==> src/rtl/sysexc_pkg.sv <==
package sysexc_pkg;

    localparam logic [11:0] A_ICTL  = 12'hD04;
    localparam logic [11:0] A_VBASE = 12'hD08;
    localparam logic [11:0] A_RSTC  = 12'hD0C;
    localparam logic [11:0] A_PRIO0 = 12'hD18;
    localparam logic [11:0] A_HCS   = 12'hD24;

    localparam logic [15:0] RST_KEY    = 16'h05FA;
    localparam logic [31:0] VBASE_MASK = 32'hFFFF_FF80;

    typedef struct packed {
        logic nmi_set;
        logic sv_set;
        logic sv_clr;
        logic tk_set;
        logic tk_clr;
        logic rst_req;
    } exc_cmd_t;

    // sv_tk = {sv_set_bit, sv_clr_bit, tk_set_bit, tk_clr_bit}
    function automatic exc_cmd_t decode_cmd(input logic ictl_wr, input logic rstc_wr,
                                            input logic nmi_b, input logic [3:0] sv_tk,
                                            input logic [15:0] key, input logic rst_b);
        exc_cmd_t c;
        c = '0;
        if (ictl_wr) begin
            c.nmi_set = nmi_b;
            c.sv_set  = sv_tk[3];
            c.sv_clr  = sv_tk[2] & ~sv_tk[3];
            c.tk_set  = sv_tk[1];
            c.tk_clr  = sv_tk[0] & ~sv_tk[1];
        end
        if (rstc_wr && key == RST_KEY)
            c.rst_req = rst_b;
        return c;
    endfunction

    function automatic logic [31:0] pack_hcs(input logic [6:0] act, input logic [3:0] pend,
                                             input logic [2:0] en);
        logic [31:0] w;
        w = '0;
        w[0]  = act[0];
        w[1]  = act[1];
        w[3]  = act[2];
        w[7]  = act[3];
        w[8]  = act[4];
        w[10] = act[5];
        w[11] = act[6];
        w[15:12] = {pend[3], pend[2], pend[1], pend[0]};
        w[18:16] = en;
        return w;
    endfunction

endpackage

==> src/rtl/sysexc_cmd_gen.sv <==
module sysexc_cmd_gen
    import sysexc_pkg::*;
(
    input  logic        clk,
    input  logic        rst,
    input  logic        ictl_wr,
    input  logic        rstc_wr,
    input  logic        nmi_b,
    input  logic [3:0]  sv_tk,
    input  logic [15:0] key,
    input  logic        rst_b,
    output exc_cmd_t    cmd_o
);
    exc_cmd_t cmd_d;

    always_comb cmd_d = decode_cmd(ictl_wr, rstc_wr, nmi_b, sv_tk, key, rst_b);

    always_ff @(posedge clk) begin
        if (rst) cmd_o <= '0;
        else     cmd_o <= cmd_d;
    end
endmodule

==> src/rtl/sysexc_store.sv <==
module sysexc_store
    import sysexc_pkg::*;
#(
    parameter int PRIO_REGS = 3,
    localparam int PRIO_W = 32 * PRIO_REGS
) (
    input  logic                 clk,
    input  logic                 rst,
    input  logic                 vb_wr,
    input  logic                 hcs_wr,
    input  logic [PRIO_REGS-1:0] prio_wr,
    input  logic [31:0]          wdata,
    output logic [31:0]          vbase,
    output logic [2:0]           fault_en,
    output logic [PRIO_W-1:0]    prio
);
    always_ff @(posedge clk) begin
        if (rst)        vbase <= '0;
        else if (vb_wr) vbase <= wdata & VBASE_MASK;
    end

    always_ff @(posedge clk) begin
        if (rst)         fault_en <= '0;
        else if (hcs_wr) fault_en <= wdata[18:16];
    end

    for (genvar k = 0; k < PRIO_REGS; k++) begin : g_prio
        always_ff @(posedge clk) begin
            if (rst)             prio[32*k +: 32] <= '0;
            else if (prio_wr[k]) prio[32*k +: 32] <= wdata;
        end
    end
endmodule

==> src/rtl/sysexc_rd_mux.sv <==
module sysexc_rd_mux
    import sysexc_pkg::*;
#(
    parameter int ADDR_W    = 12,
    parameter int VEC_W     = 9,
    parameter int PRIO_REGS = 3,
    localparam int PRIO_W = 32 * PRIO_REGS
) (
    input  logic [ADDR_W-1:0] addr,
    input  logic [6:0]        act,
    input  logic [3:0]        pend,
    input  logic [2:0]        sys_pend,
    input  logic [VEC_W-1:0]  pend_vec,
    input  logic [31:0]       vbase,
    input  logic [2:0]        fault_en,
    input  logic [PRIO_W-1:0] prio,
    output logic [31:0]       rdata
);
    logic [31:0] ictl_word;

    always_comb begin
        ictl_word = '0;
        ictl_word[12 +: VEC_W] = pend_vec;
        ictl_word[31] = sys_pend[2];
        ictl_word[28] = sys_pend[1];
        ictl_word[26] = sys_pend[0];
    end

    always_comb begin
        rdata = '0;
        if (addr == ADDR_W'(A_ICTL))  rdata = ictl_word;
        if (addr == ADDR_W'(A_VBASE)) rdata = vbase;
        if (addr == ADDR_W'(A_HCS))   rdata = pack_hcs(act, pend, fault_en);
        for (int k = 0; k < PRIO_REGS; k++)
            if (addr == ADDR_W'(32'(A_PRIO0) + 32'(4 * k))) rdata = prio[32*k +: 32];
    end
endmodule

==> src/rtl/sysexc_regfile.sv <==
module sysexc_regfile
    import sysexc_pkg::*;
#(
    parameter int ADDR_W    = 12,
    parameter int VEC_W     = 9,
    parameter int PRIO_REGS = 3,
    localparam int PRIO_W = 32 * PRIO_REGS
) (
    input  logic              clk,
    input  logic              rst,
    input  logic              wr_en_i,
    input  logic [ADDR_W-1:0] addr_i,
    input  logic [31:0]       wdata_i,
    output logic [31:0]       rdata_o,
    input  logic [6:0]        act_i,
    input  logic [3:0]        pend_i,
    input  logic [2:0]        sys_pend_i,
    input  logic [VEC_W-1:0]  pend_vec_i,
    output logic              nmi_set_o,
    output logic              sv_set_o,
    output logic              sv_clr_o,
    output logic              tk_set_o,
    output logic              tk_clr_o,
    output logic              rst_req_o,
    output logic [2:0]        fault_en_o,
    output logic [PRIO_W-1:0] prio_o,
    output logic [31:0]       vbase_o
);
    logic                 ictl_wr, rstc_wr, vb_wr, hcs_wr;
    logic [PRIO_REGS-1:0] prio_wr;
    exc_cmd_t             cmd;

    assign ictl_wr = wr_en_i && addr_i == ADDR_W'(A_ICTL);
    assign rstc_wr = wr_en_i && addr_i == ADDR_W'(A_RSTC);
    assign vb_wr   = wr_en_i && addr_i == ADDR_W'(A_VBASE);
    assign hcs_wr  = wr_en_i && addr_i == ADDR_W'(A_HCS);

    for (genvar k = 0; k < PRIO_REGS; k++) begin : g_pdec
        assign prio_wr[k] = wr_en_i && addr_i == ADDR_W'(32'(A_PRIO0) + 32'(4 * k));
    end

    sysexc_cmd_gen u_cmd (
        .clk     (clk),
        .rst     (rst),
        .ictl_wr (ictl_wr),
        .rstc_wr (rstc_wr),
        .nmi_b   (wdata_i[31]),
        .sv_tk   (wdata_i[28:25]),
        .key     (wdata_i[31:16]),
        .rst_b   (wdata_i[2]),
        .cmd_o   (cmd)
    );

    sysexc_store #(.PRIO_REGS(PRIO_REGS)) u_store (
        .clk      (clk),
        .rst      (rst),
        .vb_wr    (vb_wr),
        .hcs_wr   (hcs_wr),
        .prio_wr  (prio_wr),
        .wdata    (wdata_i),
        .vbase    (vbase_o),
        .fault_en (fault_en_o),
        .prio     (prio_o)
    );

    sysexc_rd_mux #(.ADDR_W(ADDR_W), .VEC_W(VEC_W), .PRIO_REGS(PRIO_REGS)) u_rd (
        .addr     (addr_i),
        .act      (act_i),
        .pend     (pend_i),
        .sys_pend (sys_pend_i),
        .pend_vec (pend_vec_i),
        .vbase    (vbase_o),
        .fault_en (fault_en_o),
        .prio     (prio_o),
        .rdata    (rdata_o)
    );

    assign nmi_set_o = cmd.nmi_set;
    assign sv_set_o  = cmd.sv_set;
    assign sv_clr_o  = cmd.sv_clr;
    assign tk_set_o  = cmd.tk_set;
    assign tk_clr_o  = cmd.tk_clr;
    assign rst_req_o = cmd.rst_req;
endmodule

==> config.mk <==
export PLATFORM = sky130hd
export DESIGN_NAME = sysexc_regfile
export DESIGN_NICKNAME = d
export VERILOG_FILES = /design/src/rtl/sysexc_pkg.sv /design/src/rtl/sysexc_cmd_gen.sv /design/src/rtl/sysexc_store.sv /design/src/rtl/sysexc_rd_mux.sv /design/src/rtl/sysexc_regfile.sv
export SDC_FILE = /design/constraint.sdc
export NUM_CORES = 1
export LEC_CHECK = 0
export CORE_UTILIZATION = 39
export CTS_CLUSTER_DIAMETER = 80
export CTS_CLUSTER_SIZE = 24
export DETAILED_ROUTE_END_ITERATION = 12
export HOLD_SLACK_MARGIN = 0.1
export PLACE_DENSITY = 0.73
export RECOVER_POWER = 100
export SYNTH_ARGS = -nofsm -noshare
export SYNTH_HDL_FRONTEND = slang
export SYNTH_SLANG_ARGS = --single-unit
==> constraint.sdc <==
create_clock -name clk -period 2.4 [get_ports clk]
set_input_delay 0.6 -clock clk [delete_from_list [all_inputs] [get_ports clk]]
set_output_delay 0.6 -clock clk [all_outputs]
set_load 0.01 [all_outputs]
==> reports/qor.log, run 1 <==
[power] peak ir drop on the vdd network 0.000486 V
[die] site row count 44
[timing] fin crit share 117%
[outcome] violations in the final reports negative setup slack
[timing] Hold Fails Final Rpt 0
[power] net switching power 1.11 mW
[die] core area 0.0145 sq mm
[logic_synthesis] FF+latch count, synth 130
[clock_network] Root Driver sky130_fd_sc_hd__clkbuf_16
[logic_synthesis] Yosys cell types 42
[clock_network] number of buffers added by the clock tree synthesis step 17
[power] reported leakage power 3.52 nW
[route] DRT iter0 DRCs 507
[power] power density of the placed cells 502 mW/mm^2
[setup_path] longest individual stage delay on the worst path 0.40 ns
[clock_network] later-pin clock latency in the skew report 0.42 ns
[logic_synthesis] Avg Synthesized Cell Area 7.60 sq um
[power] part of the power in registers 43.7%
[finish] Total Nets Final 1126
[timing] final worst setup slack -0.402 ns
[die] Die W 124 um
[die] I/O Pins 239
[route] post-detailed-route wirelength per cell 18.9 um
[route] DR vias 6874
[global_route] initial antenna violation count 0
[global_route] via count of the first global-routing pass 6391
[logic_synthesis] predominant post-synthesis flop cell sky130_fd_sc_hd__dfxtp_1
[route] Total Routed Length 23.6 mm
[setup_path] worst path arrival time 2.20 ns
[power] internal cell power 3.83 mW
[timing] pins over their slew limit 0
[setup_path] critical path start-end classification in -> out
[logic_synthesis] share of the yosys chip area belonging to registers 44.8%
[timing] Slew Limit Headroom 60.8%
[global_route] overflow left after global routing 0
[clock_network] clk sink count 130
[finish] fraction of layout cells with a size suffix above 1 22.5%
[place] post-detail-place hpwl 15.5 mm
[global_route] global-route total usage across every layer 30.4%
[power] Logic pwr share 6.9%
[route] residual DRC count 0
[finish] Area Overhead vs Synth 69.5%
[route] Vias per Instance 5.49
[die] initial core utilization 40.0%
[route] Initial DRT Pass Iterations 6
[logic_synthesis] number of flops mapped to enable cells by yosys 0
[power] Sw Share 22.5%
[logic_synthesis] number of warnings printed during yosys synthesis 0
[logic_synthesis] Post-synth ARST share 0%
[finish] number of fill cells 1258
[timing] setup repair after global routing missed its margin yes
[timing] Fmax 0.357 GHz
[die] area of the die 0.0154 sq mm
[setup_path] cell repeated most along the worst path sky130_fd_sc_hd__buf_6
[run] number of max-cap violations 0
[timing] worst-margin pin slew 0.588 ns
[logic_synthesis] Post-Syn Area 0.00581 sq mm
[setup_path] data required time at the worst endpoint 1.80 ns
[clock_network] CTS clock-pin slew for the worst setup and hold paths 0.05 ns
[setup_path] critical-path cell list buf_6 -> nor4b_4 -> and2_4 -> buf_6 -> nand2b_4 -> or3_4 -> buf_6 -> o31ai_4 -> buf_2
[clock_network] Max Buffers Root-to-Sink 2
[worst_hold_path] Hold WC Path Type reg -> reg
[place] port bufs 231
[timing] endpoints failing setup 42
[outcome] status complete, but fails checks
[die] overall die height 124 um
[timing] maximum clock skew at final layout 0 ns
[timing] Fin Setup TNS -9.71 ns
[timing] shortest period the worst path allows 2.80 ns
[global_route] maximum number of pins on one net before global-route repair 125
[finish] number of antenna repair diodes 0
[clock_network] number of hold buffers added after CTS 0
[setup_path] Slowest-stage cell, CP sky130_fd_sc_hd__or3_4
[route] remaining number of nets flagged by the antenna check after routing 0
[clock_network] Max H-tree Level 4
[power] Final Total Pwr 4.94 mW
[logic_synthesis] Syn Inst Count 765
[place] placer congestion estimate 0.824
[global_route] first-pass GRT wire length 34.6 mm
[setup_path] category of the worst setup path capture point output pin
[setup_path] critical path startpoint category input port
[power] clock power share 49.4%
[setup_path] critical path peak fanout 5
[clock_network] clock tree from TritonCTS done
-- synthesized netlist by cell type (5+ instances only) --
cell,instances,share of area [%]
sky130_fd_sc_hd__a21oi_1,128,11
sky130_fd_sc_hd__inv_1,5,0.32
sky130_fd_sc_hd__buf_4,16,2.1
sky130_fd_sc_hd__buf_2,21,1.8
sky130_fd_sc_hd__o31ai_1,5,0.65
sky130_fd_sc_hd__a222oi_1,10,1.7
sky130_fd_sc_hd__a221o_1,10,1.7
sky130_fd_sc_hd__a22oi_1,32,4.1
sky130_fd_sc_hd__and3_1,5,0.54
sky130_fd_sc_hd__dfxtp_1,130,45
sky130_fd_sc_hd__o21ai_0,13,1.1
sky130_fd_sc_hd__nor2_1,22,1.4
sky130_fd_sc_hd__o21bai_1,6,0.77
sky130_fd_sc_hd__clkbuf_1,26,1.7
sky130_fd_sc_hd__and2_1,8,0.86
sky130_fd_sc_hd__nand2_1,279,18
sky130_fd_sc_hd__nand3_1,5,0.43
sky130_fd_sc_hd__buf_6,5,0.97
-- metal layers --
| metal | vias to the layer above | share of wire (%) | global-route usage [%] |
|---|---|---|---|
| met5 | - | 0 | 0 |
| met4 | 0 | 3.2 | 13.6 |
| met1 | 3277 | 41 | 37.8 |
| li1 | 3192 | - | - |
| met3 | 62 | 8.1 | 6.82 |
| met2 | 343 | 47 | 49.9 |
-- flip-flops by register name, indices dropped and copies added (netlist names) --
register          count
u_store.prio         96
u_store.vbase        25
u_store.fault_en      3
u_cmd.cmd_o           6
-- final timing paths --
check	from	to	slack, ns	cells after the start
worst max register to register	u_store.prio[54]	u_store.prio[54]	1.71	2
worst min register to register	u_store.vbase[23]	u_store.vbase[23]	0.47	2
worst min-delay path	u_store.vbase[23]	u_store.vbase[23]	0.47	2
worst max-delay path	addr_i[7]	rdata_o[20]	-0.40	9
-- per-stage QoR --
| step | instance area (sq um) | cells | hold slack (ns) | utilization, % | setup WS, ns |
|---|---|---|---|---|---|
| 3_3_place_gp | 8820 | 1181 | 0.455 | 60.7 | -1.10 |
| 5_1_grt | 9850 | 1253 | 0.493 | 67.8 | -0.483 |
| 4_1_cts | 9760 | 1245 | 0.471 | 67.1 | -0.401 |
| 2_1_floorplan | 6040 | 771 | 0.488 | - | -0.0625 |
| 6_report | 9850 | 1253 | 0.469 | 67.8 | -0.402 |
| 3_5_place_dp | 8820 | 1181 | 0.461 | 60.7 | -1.15 |
-- worst max-delay path, delay by kind of cell --
family,cells,cell delay [ns]
buffers and inverters,4,0.50
AO/OA/AOI/OAI,1,0.15
AND/OR/NAND/NOR,4,0.95
-- power groups by stage --
stage / registers (mW) / clock network, mW / logic, mW
final: 2.16 / 2.44 / 0.341
after global placement: 2.21 / 0 / 0.305
after floorplan: 2.21 / 0 / 0.102
after global routing: 2.16 / 2.56 / 0.357
after CTS: 2.16 / 2.47 / 0.330
after detailed placement: 2.21 / 0 / 0.305
-- kinds of logic after synthesis --
family,synth area share [%]
simple gates,24.9
compound gates,22.3
flops,44.8
mux,1.10
buf+inv,6.85
other cells,0.0645
-- final cells by class --
class / instances / area, sq um / area share [%]
Clock buffer: 23 / 478 / 4.85
Clock inverter: 9 / 81.3 / 0.826
Inverter: 5 / 18.8 / 0.191
Multi-Input combinational cell: 569 / 3180 / 32.2
Sequential cell: 130 / 2600 / 26.4
Tap cell: 184 / 230 / 2.34
Timing Repair Buffer: 333 / 3260 / 33.1
-- layout by cell type (no fill, tap or decap), types with 5 or more instances in the layout --
| cell type | Yosys | layout |
|---|---|---|
| sky130_fd_sc_hd__nand2_1 | 279 | 276 |
| sky130_fd_sc_hd__dfxtp_1 | 130 | 130 |
| sky130_fd_sc_hd__a222oi_1 | 10 | 10 |
| sky130_fd_sc_hd__nor2_1 | 22 | 16 |
| sky130_fd_sc_hd__o21bai_4 | 0 | 6 |
| sky130_fd_sc_hd__a21oi_1 | 128 | 124 |
| sky130_fd_sc_hd__buf_12 | 0 | 12 |
| sky130_fd_sc_hd__buf_2 | 21 | 28 |
| sky130_fd_sc_hd__o21ai_2 | 0 | 8 |
| sky130_fd_sc_hd__clkbuf_1 | 26 | 7 |
| sky130_fd_sc_hd__a22oi_2 | 0 | 11 |
| sky130_fd_sc_hd__clkdlybuf4s50_1 | 0 | 186 |
| sky130_fd_sc_hd__o31ai_4 | 0 | 5 |
| sky130_fd_sc_hd__buf_6 | 5 | 33 |
| sky130_fd_sc_hd__o21ai_0 | 13 | 5 |
| sky130_fd_sc_hd__and2_4 | 1 | 7 |
| sky130_fd_sc_hd__a221o_1 | 10 | 10 |
| sky130_fd_sc_hd__buf_4 | 16 | 60 |
| sky130_fd_sc_hd__inv_1 | 5 | 5 |
| sky130_fd_sc_hd__conb_1 | 1 | 7 |
| sky130_fd_sc_hd__a21oi_2 | 2 | 6 |
| sky130_fd_sc_hd__nor2_2 | 0 | 5 |
| sky130_fd_sc_hd__a22oi_1 | 32 | 21 |
| sky130_fd_sc_hd__clkbuf_16 | 0 | 17 |
-- timing repair --
action / in CTS / in global routing
pin swaps: 40 / 15
gates cloned: 5 / 0
gates resized for setup: 255 / 15
setup buffers: 29 / 9
setup endpoints to repair: 36 / 32
Power figures use the tool's default switching activity.
==> run 2, diff against run 1 <==
--- a/config.mk
+++ b/config.mk
@@ -11,7 +11,7 @@
 export DETAILED_ROUTE_END_ITERATION = 12
 export HOLD_SLACK_MARGIN = 0.1
 export PLACE_DENSITY = 0.73
-export RECOVER_POWER = 100
+export RECOVER_POWER = 50
 export SYNTH_ARGS = -nofsm -noshare
 export SYNTH_HDL_FRONTEND = slang
 export SYNTH_SLANG_ARGS = --single-unit
==> results of run 2 <==
Same layout as run 1: the final DEF is identical, and so are final timing and power.
==> run 3, diff against run 2 <==
--- a/config.mk
+++ b/config.mk
@@ -15,3 +15,4 @@
 export SYNTH_ARGS = -nofsm -noshare
 export SYNTH_HDL_FRONTEND = slang
 export SYNTH_SLANG_ARGS = --single-unit
+export TNS_END_PERCENT = 1
==> reports/qor.log, run 3 (same netlist as run 1, synthesis figures left out) <==
[timing] Fin Setup TNS -6.94 ns [+2.77 ns]
[finish] Total Nets Final 1098 [-2.5%]
[setup_path] Reg2Reg Capture Point u_store.prio[11]
[route] remaining number of nets flagged by the antenna check after routing 0 [unchanged]
[global_route] first-pass GRT wire length 33.7 mm [-2.7%]
[outcome] status complete, but fails checks
[finish] footprint of the multi-input gates 0.00308 sq mm [-3.2%]
[clock_network] CTS clock-pin slew for the worst setup and hold paths 0.06 ns [about the same]
[finish] number of antenna repair diodes 0 [unchanged]
[timing] Hold Fails Final Rpt 0 [unchanged]
[timing] setup repair after global routing missed its margin yes
[finish] largest registers ranked by flip-flop count u_store.prio (96), u_store.vbase (25), u_cmd.cmd_o (6)
[die] I/O Pins 239 [unchanged]
[setup_path] critical path peak fanout 4 [-1]
[global_route] via count of the first global-routing pass 6108 [-4.4%]
[die] core area 0.0145 sq mm [unchanged]
[place] standard cell area after detailed placement 0.00882 sq mm [about the same]
[finish] most common cell after layout, fill and taps aside sky130_fd_sc_hd__nand2_1
[route] residual DRC count 0 [unchanged]
[clock_network] number of hold buffers added after CTS 0 [unchanged]
[worst_hold_path] Worst Hold Path Cells 2 [unchanged]
[die] site row count 44 [unchanged]
[place] minimum setup slack after placement -1.09 ns [+0.0612 ns]
[setup_path] critical path startpoint category input port
[timing] shortest period the worst path allows 2.78 ns [-0.0262 ns]
[run] number of max-cap violations 0 [unchanged]
[clock_network] clock tree from TritonCTS done
[finish] max FFs per register 96 [unchanged]
[finish] FF/Latch Area 0.00260 sq mm [unchanged]
[clock_network] Max H-tree Level 4 [unchanged]
[setup_path] Reg2Reg Depth 2 [unchanged]
[timing] maximum clock skew at final layout 0 ns [unchanged]
[finish] Area Overhead vs Synth 61.9%
[finish] fraction of layout cells with a size suffix above 1 18.8% [-3.7 points]
[finish] final non-filler cell area 0.00941 sq mm [-4.4%]
[timing] worst-margin pin slew 0.764 ns [+0.176 ns]
[finish] number of fill cells 1285 [+2.1%]
[route] DR vias 6566 [-4.5%]
[route] Total Routed Length 22.4 mm [-5.2%]
[power] power density of the placed cells 561 mW/mm^2 [+12%]
[finish] register with the most flip-flops u_store.prio
[timing] Post-Route Hold Slack 0.471 ns [+0.00246 ns]
[global_route] maximum number of pins on one net before global-route repair 125 [unchanged]
[setup_path] critical path start-end classification in -> out
[power] peak ir drop on the vdd network 0.000450 V [-7.4%]
[clock_network] clk sink count 130 [unchanged]
[timing] Slew Limit Headroom 49.1% [-12 points]
[place] port bufs 231 [unchanged]
[clock_network] Max Buffers Root-to-Sink 2 [unchanged]
[timing] endpoints failing setup 30 [-29%]
[power] Final Total Pwr 5.28 mW [+6.8%]
[route] Vias per Instance 5.36 [-2.3%]
[route] Initial DRT Pass Iterations 6 [unchanged]
[die] Die W 124 um [unchanged]
[timing] pins over their slew limit 0 [unchanged]
[timing] final worst setup slack -0.376 ns [+0.0262 ns]
[die] area of the die 0.0154 sq mm [unchanged]
[outcome] violations in the final reports negative setup slack
[setup_path] register-to-register setup slack 1.69 ns [-0.02 ns]
[global_route] overflow left after global routing 0 [unchanged]
[route] post-detailed-route wirelength per cell 18.3 um [-3.0%]
[place] post-detail-place hpwl 15.7 mm [+1.2%]
[die] initial core utilization 40.0% [unchanged]
[clock_network] number of buffers added by the clock tree synthesis step 17 [unchanged]
[setup_path] worst path arrival time 2.18 ns [-0.02 ns]
[worst_hold_path] start point of the worst hold path u_store.prio[20]
[clock_network] later-pin clock latency in the skew report 0.41 ns [about the same]
[power] reported leakage power 3.35 nW [-4.8%]
[setup_path] data required time at the worst endpoint 1.80 ns [about the same]
[timing] fin crit share 116% [-1.1 points]
[clock_network] Root Driver sky130_fd_sc_hd__clkbuf_16
[finish] most used cells in the layout excluding fill and tap cells sky130_fd_sc_hd__nand2_1, sky130_fd_sc_hd__clkdlybuf4s50_1, sky130_fd_sc_hd__dfxtp_1
[global_route] initial antenna violation count 0 [unchanged]
[global_route] global-route total usage across every layer 29.3% [-1.1 points]
[setup_path] category of the worst setup path capture point output pin
[route] DRT iter0 DRCs 662 [+31%]
[worst_hold_path] Hold WC Path Type reg -> reg
[setup_path] Crit Reg-Reg Startpoint u_store.prio[11]
[timing] Fmax 0.360 GHz [+0.94%]
[place] placer congestion estimate 0.847 [+2.8%]
[die] overall die height 124 um [unchanged]
[worst_hold_path] endpoint of the worst hold-timing path u_store.prio[20]
run 3: cell types whose count changed in the layout (fill, tap and decap cells not counted), sizes merged, moves of 2 or more:
cell / previous run / this run
buf: 141 / 112
clkdlybuf4s50: 186 / 181
dlygate4sd3: 0 / 5
bufinv: 1 / 4
inv: 5 / 8
clkinv: 5 / 3
run 3: critical path: stages:
cell and delay (ns):
sky130_fd_sc_hd__buf_6 0.09, sky130_fd_sc_hd__nor4b_4 0.34, sky130_fd_sc_hd__and2_4 0.23, sky130_fd_sc_hd__nand2b_4 0.05, sky130_fd_sc_hd__or3_4 0.40, sky130_fd_sc_hd__buf_6 0.16, sky130_fd_sc_hd__o31ai_4 0.14, sky130_fd_sc_hd__buf_2 0.16
run 3: power by group:
group | internal, mW | leakage, nW | switching [mW]
Sequential | 2.16 | 1.05 | 0.000188
Combinational | 0.148 | 1.99 | 0.157
Clock | 1.83 | 0.313 | 0.988
run 3: per-stage QoR:
stage	cells	util (%)
finish	1225	64.7
global placement	1188	60.7
CTS	1225	65.4
detailed placement	1188	60.7
floorplan	771	-
global route	1225	64.7
run 3: worst max path at each step:
stage | from | endpoint | slack, ns | cells after the start
2_1_floorplan | addr_i[3] | rdata_o[12] | -0.06 | 8
3_5_place_dp | addr_i[9] | rdata_o[19] | -1.09 | 7
6_report | addr_i[6] | rdata_o[26] | -0.38 | 8
4_1_cts | addr_i[6] | rdata_o[26] | -0.37 | 8
5_1_grt | addr_i[6] | rdata_o[26] | -0.46 | 8
3_3_place_gp | addr_i[2] | rdata_o[10] | -1.10 | 8
run 3: final cells by class:
cell class	count	share of cell area, %
sequential	130	27.7
clock buffer	20	4.96
multi-input combinational	568	32.7
inverter	5	0.199
timing repair buffer	306	30.2
tap	184	2.45
clock inverter	12	1.87
run 3: layer usage:
metal | track usage [%] | vias up | share of wire (%)
li1 | - | 3117 | -
met1 | 37.9 | 3097 | 42
met2 | 47.1 | 302 | 47
met3 | 6.14 | 50 | 8.1
met4 | 12.2 | 0 | 2.7
met5 | 0 | - | 0
run 3: timing repair:
item / in CTS / in global routing
setup endpoints to repair: 32 / 32
buffers inserted: 4 / 0
resized for setup: 192 / 30
cloned: 1 / 0
pin swaps: 18 / 11
